File: config.mk
export PLATFORM = sky130hd
export DESIGN_NAME = cc_counter
export DESIGN_NICKNAME = d
export VERILOG_FILES = /design/src/rtl/cc_pkg.sv /design/src/rtl/cc_interval.sv /design/src/rtl/cc_calib.sv /design/src/rtl/cc_counter.sv
export SDC_FILE = /design/constraint.sdc
export NUM_CORES = 1
export LEC_CHECK = 0
export BUFFER_PORTS_ARGS = -buffer_cell sky130_fd_sc_hd__buf_4
export CAP_MARGIN = 20
export CORE_ASPECT_RATIO = 0.7
export CORE_MARGIN = 5
export CORE_UTILIZATION = 63
export CTS_CLUSTER_SIZE = 28
export DETAILED_ROUTE_END_ITERATION = 8
export MAX_ROUTING_LAYER = met4
export PLACE_DENSITY_LB_ADDON = 0.12
export SKIP_CTS_REPAIR_TIMING = 1
export SLEW_MARGIN = 10
export SYNTH_ARGS = -nofsm -noshare
export SYNTH_HDL_FRONTEND = slang
export SYNTH_SLANG_ARGS = --single-unit
File: constraint.sdc
create_clock -name clk -period 5.6 [get_ports clk]
set_input_delay 1.12 -clock clk [delete_from_list [all_inputs] [get_ports clk]]
set_output_delay 1.12 -clock clk [all_outputs]
set_load 0.02 [all_outputs]
File: src/rtl/cc_pkg.sv
package cc_pkg;
    localparam int ACC_W  = 32;
    localparam int CNT_W  = 24;
    localparam int ADDR_W = 4;
    localparam int OFS_W  = 8;

    // control byte fields
    localparam int CB_EN  = 0;
    localparam int CB_CLR = 1;
    localparam int CB_CAL = 2;
    localparam int CB_OFS = 3;
    localparam int CB_IVL = 4;

    // register addresses
    localparam logic [ADDR_W-1:0] ADR_CTRL = 4'd0;
    localparam logic [ADDR_W-1:0] ADR_OFS  = 4'd1;
    localparam logic [ADDR_W-1:0] ADR_ACC0 = 4'd2;
    localparam logic [ADDR_W-1:0] ADR_ACC1 = 4'd3;
    localparam logic [ADDR_W-1:0] ADR_ACC2 = 4'd4;
    localparam logic [ADDR_W-1:0] ADR_ACC3 = 4'd5;
    localparam logic [ADDR_W-1:0] ADR_CNT0 = 4'd6;
    localparam logic [ADDR_W-1:0] ADR_CNT1 = 4'd7;
    localparam logic [ADDR_W-1:0] ADR_CNT2 = 4'd8;

    typedef enum logic [1:0] {
        ST_STOP = 2'd0,
        ST_RUN  = 2'd1,
        ST_CAL  = 2'd2
    } cc_state_e;
endpackage

File: src/rtl/cc_interval.sv
module cc_interval #(
    parameter int T0 = 15,
    parameter int T1 = 62,
    parameter int T2 = 125,
    parameter int T3 = 250
) (
    input  logic       clk,
    input  logic       rst_n,
    input  logic       active,
    input  logic       restart,
    input  logic       tick,
    input  logic [1:0] sel,
    output logic       take
);
    localparam int M01  = (T0 > T1) ? T0 : T1;
    localparam int M23  = (T2 > T3) ? T2 : T3;
    localparam int TMAX = (M01 > M23) ? M01 : M23;
    localparam int TW   = $clog2(TMAX + 1);

    logic [TW-1:0] lim;
    logic [TW-1:0] tcnt_q;

    always_comb begin
        unique case (sel)
            2'd0: lim = TW'(T0);
            2'd1: lim = TW'(T1);
            2'd2: lim = TW'(T2);
            default: lim = TW'(T3);
        endcase
    end

    // >= guards against a count left above a shortened limit
    assign take = active && tick && (tcnt_q >= lim - TW'(1));

    always_ff @(posedge clk or negedge rst_n) begin
        if (!rst_n) begin
            tcnt_q <= '0;
        end else if (!active || restart) begin
            tcnt_q <= '0;
        end else if (tick) begin
            tcnt_q <= take ? '0 : tcnt_q + TW'(1);
        end
    end
endmodule

File: src/rtl/cc_calib.sv
module cc_calib #(
    parameter int SMP_W    = 16,
    parameter int CAL_LOG2 = 3,
    parameter int OFS_W    = 8
) (
    input  logic                    clk,
    input  logic                    rst_n,
    input  logic                    run,
    input  logic                    take,
    input  logic signed [SMP_W-1:0] smp,
    output logic                    done,
    output logic signed [OFS_W-1:0] avg
);
    localparam int SUM_W = SMP_W + CAL_LOG2;
    localparam int NCAL  = 1 << CAL_LOG2;
    localparam logic signed [SUM_W-1:0] HI = SUM_W'((1 << (OFS_W - 1)) - 1);
    localparam logic signed [SUM_W-1:0] LO = ~HI;

    logic [CAL_LOG2:0]       n_q;
    logic signed [SUM_W-1:0] sum_q;
    logic signed [SUM_W-1:0] mean;

    assign done = (n_q == (CAL_LOG2 + 1)'(NCAL));
    assign mean = sum_q >>> CAL_LOG2;

    always_comb begin
        if (mean > HI)      avg = HI[OFS_W-1:0];
        else if (mean < LO) avg = LO[OFS_W-1:0];
        else                avg = mean[OFS_W-1:0];
    end

    always_ff @(posedge clk or negedge rst_n) begin
        if (!rst_n) begin
            n_q   <= '0;
            sum_q <= '0;
        end else if (!run) begin
            n_q   <= '0;
            sum_q <= '0;
        end else if (take && !done) begin
            sum_q <= sum_q + SUM_W'(smp);
            n_q   <= n_q + (CAL_LOG2 + 1)'(1);
        end
    end
endmodule

File: src/rtl/cc_counter.sv
module cc_counter
    import cc_pkg::*;
#(
    parameter int SMP_W    = 16,
    parameter int T0       = 15,
    parameter int T1       = 62,
    parameter int T2       = 125,
    parameter int T3       = 250,
    parameter int CAL_LOG2 = 3
) (
    input  logic                    clk,
    input  logic                    rst_n,
    input  logic                    tick,
    input  logic signed [SMP_W-1:0] smp_data,
    output logic                    smp_strobe,
    input  logic                    bus_sel,
    input  logic                    bus_wr,
    input  logic [ADDR_W-1:0]       bus_addr,
    input  logic [7:0]              bus_wdata,
    output logic [7:0]              bus_rdata,
    output logic                    bus_rvalid
);
    cc_state_e state_q, state_d;

    logic [5:0]              ctrl_q;
    logic signed [OFS_W-1:0] ofs_q;
    logic [ACC_W-1:0]        acc_q, sh_acc_q;
    logic [CNT_W-1:0]        cnt_q, sh_cnt_q;
    logic [7:0]              rdata_q, rd_mux;
    logic                    rvalid_q;

    logic                    wr_ctrl, wr_ofs, rd_req, take;
    logic                    acc_add, cal_finish, cal_done;
    logic signed [OFS_W-1:0] cal_avg;
    logic signed [ACC_W-1:0] delta;

    assign wr_ctrl = bus_sel && bus_wr && (bus_addr == ADR_CTRL);
    assign wr_ofs  = bus_sel && bus_wr && (bus_addr == ADR_OFS);
    assign rd_req  = bus_sel && !bus_wr;

    cc_interval #(.T0(T0), .T1(T1), .T2(T2), .T3(T3)) u_ivl (
        .clk     (clk),
        .rst_n   (rst_n),
        .active  (state_q != ST_STOP),
        .restart (wr_ctrl),
        .tick    (tick),
        .sel     (ctrl_q[CB_IVL+1:CB_IVL]),
        .take    (take)
    );

    cc_calib #(.SMP_W(SMP_W), .CAL_LOG2(CAL_LOG2), .OFS_W(OFS_W)) u_cal (
        .clk   (clk),
        .rst_n (rst_n),
        .run   (state_q == ST_CAL),
        .take  (take),
        .smp   (smp_data),
        .done  (cal_done),
        .avg   (cal_avg)
    );

    assign smp_strobe = take;

    // next-state logic
    always_comb begin
        state_d = state_q;
        unique case (state_q)
            ST_STOP: if (ctrl_q[CB_EN]) state_d = ctrl_q[CB_CAL] ? ST_CAL : ST_RUN;
            ST_RUN: begin
                if (!ctrl_q[CB_EN])      state_d = ST_STOP;
                else if (ctrl_q[CB_CAL]) state_d = ST_CAL;
            end
            ST_CAL: begin
                if (!ctrl_q[CB_EN])                    state_d = ST_STOP;
                else if (cal_done || !ctrl_q[CB_CAL])  state_d = ST_RUN;
            end
            default: state_d = ST_STOP;
        endcase
    end

    // state register
    always_ff @(posedge clk or negedge rst_n) begin
        if (!rst_n) state_q <= ST_STOP;
        else        state_q <= state_d;
    end

    // per-state outputs
    always_comb begin
        acc_add    = 1'b0;
        cal_finish = 1'b0;
        unique case (state_q)
            ST_RUN:  acc_add    = take;
            ST_CAL:  cal_finish = cal_done && ctrl_q[CB_EN] && ctrl_q[CB_CAL];
            default: ;
        endcase
    end

    always_comb begin
        delta = ACC_W'(smp_data);
        if (ctrl_q[CB_OFS]) delta = delta - ACC_W'(ofs_q);
    end

    // control and offset registers
    always_ff @(posedge clk or negedge rst_n) begin
        if (!rst_n) begin
            ctrl_q <= '0;
            ofs_q  <= '0;
        end else begin
            if (wr_ctrl) begin
                ctrl_q <= bus_wdata[5:0];
            end else begin
                if (ctrl_q[CB_CLR]) ctrl_q[CB_CLR] <= 1'b0;
                if (cal_finish)     ctrl_q[CB_CAL] <= 1'b0;
            end
            if (wr_ofs)          ofs_q <= bus_wdata;
            else if (cal_finish) ofs_q <= cal_avg;
        end
    end

    // live totals
    always_ff @(posedge clk or negedge rst_n) begin
        if (!rst_n) begin
            acc_q <= '0;
            cnt_q <= '0;
        end else if (ctrl_q[CB_CLR]) begin
            acc_q <= '0;
            cnt_q <= '0;
        end else if (acc_add) begin
            acc_q <= acc_q + delta;
            cnt_q <= cnt_q + CNT_W'(1);
        end
    end

    // read mux: only the low total byte reads live state
    always_comb begin
        case (bus_addr)
            ADR_CTRL: rd_mux = {2'b00, ctrl_q};
            ADR_OFS:  rd_mux = ofs_q;
            ADR_ACC0: rd_mux = acc_q[7:0];
            ADR_ACC1: rd_mux = sh_acc_q[15:8];
            ADR_ACC2: rd_mux = sh_acc_q[23:16];
            ADR_ACC3: rd_mux = sh_acc_q[31:24];
            ADR_CNT0: rd_mux = sh_cnt_q[7:0];
            ADR_CNT1: rd_mux = sh_cnt_q[15:8];
            ADR_CNT2: rd_mux = sh_cnt_q[23:16];
            default:  rd_mux = 8'h00;
        endcase
    end

    always_ff @(posedge clk or negedge rst_n) begin
        if (!rst_n) begin
            rdata_q  <= '0;
            rvalid_q <= 1'b0;
            sh_acc_q <= '0;
            sh_cnt_q <= '0;
        end else begin
            rvalid_q <= rd_req;
            if (rd_req) rdata_q <= rd_mux;
            if (rd_req && bus_addr == ADR_ACC0) begin
                sh_acc_q <= acc_q;
                sh_cnt_q <= cnt_q;
            end
        end
    end

    assign bus_rdata  = rdata_q;
    assign bus_rvalid = rvalid_q;
endmodule

==> metrics.md <==
| Metric | Value |
|---|---|
| Status | `complete, no violations` |
| Final cell count without fillers | `1466` |
| Clk Latency, worst-skew pair | `0.44 ns` |
| Cell Area, Synth | `10680 um^2` |
| Final routed wire length divided by cell count | `18.37 um` |
| Wirelength, routed | `26920 um` |
| Clock skew after layout | `0.009825 ns` |
| Area used by multi-input combinational logic | `6364 um^2` |
| Adder-cell share of the synthesized area | `9.704%` |
| Die span in y | `118.9 um` |
| Accumulated negative setup slack | `0 ns` |
| DP Worst Slack | `-0.1312 ns` |
| Transition time at the pin with the least slew margin | `1.015 ns` |
| Area used by sequential logic in the layout | `4005 um^2` |
| Die Span X | `165.6 um` |
| Clock Root Buffer | `clkbuf_16` |
| Max VDD drop | `0.0001631 V` |
| Arrival time of data at the critical path endpoint | `5.58 ns` |
| Leftover overflow at the end of global routing | `0` |
| Number of failing hold endpoints at the final stage | `0` |
| TritonCTS clock tree | `yes` |
| Mean number of vias per cell | `6.165` |
| Global-route wire length before repair | `44780 um` |
| Max Fanout on Critical Path | `4` |
| Peak clock frequency supported by timing | `191.6 MHz` |
| Number of synthesized flops with an enable pin | `0` |
| Xor/xnor cell area share of the yosys netlist | `5.742%` |
| Rows | `39` |
| PD cells | `274.3 nW/um^2` |
| Cell depth of the worst flop-to-flop path | `20` |
| Commonest register cell after synthesis | `dfrtp_1` |
| Part of the Yosys area used for sequential elements | `37.50%` |
| Number of buffers inserted during clock tree synthesis | `17` |
| Total die area | `19690 um^2` |
| DP Wirelength | `19670 um` |
| Launch point of the worst reg-to-reg path | `ofs_q[7]$_DFFE_PN0P_` |
| Layout area overhead | `12.73%` |
| Register-to-Register Setup Slack | `0.72 ns` |
| Combinational family with the most area after synthesis | `compound AO/OA/AOI/OAI gates` |
| Top-level port count | `43` |
| Final Critical Period | `5.219 ns` |
| Multiplexer share of the synthesized area | `9.200%` |
| Count of placed standard cells including taps | `1432` |
| Synth Warn # | `0` |
| Total iterations of the first detailed-routing run | `5` |
| Cells taking the most area after synthesis | `dfrtp_1 (38%), ha_1 (9.1%), mux2_2 (5.9%)` |
| Simple logic cell fraction of the synthesized area | `16.40%` |
| R2r endpoint | `acc_q[31]$_DFFE_PN0P_` |
| Deepest clock path buffer count | `2` |
| HP Start | `sh_cnt_q[15]$_DFFE_PN0P_` |
| Synthesized area per cell | `9.149 um^2` |
| Library cell occupying the most area in the post-synthesis netlist | `dfrtp_1` |
| Clock Pin Slew Worst Setup and Hold Paths | `0.07 ns` |
| Tot GR Track Use | `29.29%` |
| Final count of pins violating max slew | `0` |
| Vias | `9038` |
| Remaining max-slew budget at the tightest pin | `32.10%` |
| Net count reported at finish | `1341` |
| Initial antenna violation count | `1` |
| TritonCTS Sinks | `160` |
| Most frequent cells after synthesis | `dfrtp_1 (160), nor2_1 (118), nand2_1 (115), a21oi_1 (101), ha_1 (78)` |
| Number of max-capacitance violations reported | `0` |
| Ratio of final minimum period to clock period | `93.19%` |
| Number of global-route vias before repair | `8683` |
| Port Buffer Count | `42` |
| Gp weighted congestion | `0.9354` |
| HP Class | `flop to flop` |
| Capture endpoint of the worst hold path | `sh_cnt_q[15]$_DFFE_PN0P_` |
| Detail Route Antenna Nets | `0` |
| Mapped Cells | `1167` |
| Fraction of layout instances using a drive strength above 1 | `16.13%` |
| Initial DRC Count | `825` |
| Fraction of registers with async set/reset | `100.0%` |
| Worst Path Required | `5.96 ns` |
| Post-synthesis compound-gate area fraction | `18.20%` |
| Floorplan core area | `16490 um^2` |
| Maximum level of the CTS H-tree | `4` |
| Count of distinct cell types in the synthesized netlist | `78` |
| Unrepaired setup endpoints after global routing | `no` |
| Worst Hold Path Cells | `2` |
| Synthesized net count | `1281` |
| Worst setup path category | `input port to flop` |
| Initial core utilization | `64.73%` |
| Share of the synthesized area in the top cell type | `37.50%` |
| Largest net degree at the start of global routing | `90` |
| Post-route core utilization | `72.97%` |
| Flops & latches, synth | `160` |
| Type of destination of the critical path | `flop` |
| Kind of launch point of the worst setup path | `input port` |
| Most frequently used cell type in the post-synthesis netlist | `dfrtp_1` |
| FILL cells | `1265` |
| Setup ws final | `0.3811 ns` |
| Count of final setup violators | `0` |
| DRC violations left | `0` |
| Static leakage power | `5.680 nW` |
[logic make-up (layout without fill, tap and decap cells)]
logic type	count (synthesis)	in the layout
other	1	2
XOR/XNOR	70	70
flip-flops	160	160
AND/OR/NAND/NOR	374	374
AO/OA/AOI/OAI	307	307
multiplexers	86	86
buffers and inverters	88	161
adder cells (fa/ha/maj)	81	81
[placed cells by master (no fill, tap or decap), types with 11 or more instances in the layout]
cell | synthesis | final
a211oi_1 | 16 | 16
a21o_1 | 24 | 24
a21oi_1 | 101 | 100
and3_1 | 13 | 13
buf_4 | 1 | 83
clkbuf_16 | 0 | 17
dfrtp_1 | 160 | 159
ha_1 | 78 | 78
inv_1 | 43 | 43
mux2_2 | 56 | 56
mux2i_1 | 25 | 25
nand2_1 | 115 | 114
nand2b_1 | 14 | 14
nand3_1 | 31 | 31
nand4_1 | 11 | 11
nor2_1 | 118 | 118
nor3_1 | 19 | 19
o21ai_0 | 69 | 68
xnor2_1 | 45 | 45
xor2_1 | 25 | 25
[power by group]
group          leakage, nW  switching [mW]  total [mW]  internal (mW)
logic                 3.22           0.538       0.953          0.414
registers             2.19          0.0431        1.23           1.19
clock network        0.272           0.534        1.12          0.583
[area by class of cell]
type / instances / share of cell area [%]
sequential: 160 / 33.28
clock buffer: 18 / 3.566
multi-input combinational: 919 / 52.87
timing repair buffer: 86 / 5.562
tap: 225 / 2.339
clock inverter: 14 / 1.019
antenna: 1 / 0.02079
inverter: 43 / 1.341
[critical path, stage by stage]
cell and delay, ns:
buf_4 0.08, inv_1 0.03, ha_1 0.22, fa_1 0.41
nand2b_1 0.16, a21boi_0 0.16, buf_4 0.15, o21a_1 0.12
o21ai_0 0.12, a21boi_2 0.20, o21ai_1 0.10, nor2b_1 0.15
xnor2_1 0.12, mux2_2 0.27, ha_1 0.33, a21oi_2 0.17
a21boi_0 0.10, a31oi_1 0.17, buf_4 0.15, a211o_1 0.16
a31oi_2 0.13, a221o_1 0.35, xnor2_1 0.13, or3_1 0.30
a21oi_1 0.16
[worst max-delay path by stage]
stage,endpoint,startpoint,slack [ns],cells past startpoint
CTS,acc_q[31]$_DFFE_PN0P_,smp_data[0],0.26,25
finish,acc_q[31]$_DFFE_PN0P_,smp_data[0],0.38,25
global route,acc_q[31]$_DFFE_PN0P_,smp_data[0],0.04,23
global placement,acc_q[31]$_DFFE_PN0P_,smp_data[0],0.006,23
floorplan,acc_q[31]$_DFFE_PN0P_,smp_data[0],0.31,20
detailed placement,acc_q[31]$_DFFE_PN0P_,smp_data[0],-0.13,25
[through the flow]
stage          cell area, um^2  total power, mW  hold WS (ns)
2_1_floorplan            10680            1.887        0.4444
3_3_place_gp             11430            2.162        0.4664
3_5_place_dp             11450            2.184        0.4772
4_1_cts                  12000            3.299        0.4871
5_1_grt                  12040            3.480        0.5184
6_report                 12040            3.302        0.4867
[flip-flops by register name, summed over array words and instances (netlist names), 8 cells and up]
signal and flops:
u_cal.sum_q 19, acc_q 32, u_ivl.tcnt_q 8, cnt_q 24
sh_acc_q 24, sh_cnt_q 24, bus_rdata 8, ofs_q 8
[routing by layer]
layer	vias to the layer above	share of wire (%)	global-route usage (%)
met5	-	0	-
met4	0	1.6	6.388
met1	4392	48	42.36
met3	34	6.6	6.733
li1	4347	-	-
met2	265	44	42.41
No activity file was read; power rests on OpenSTA's default activity.
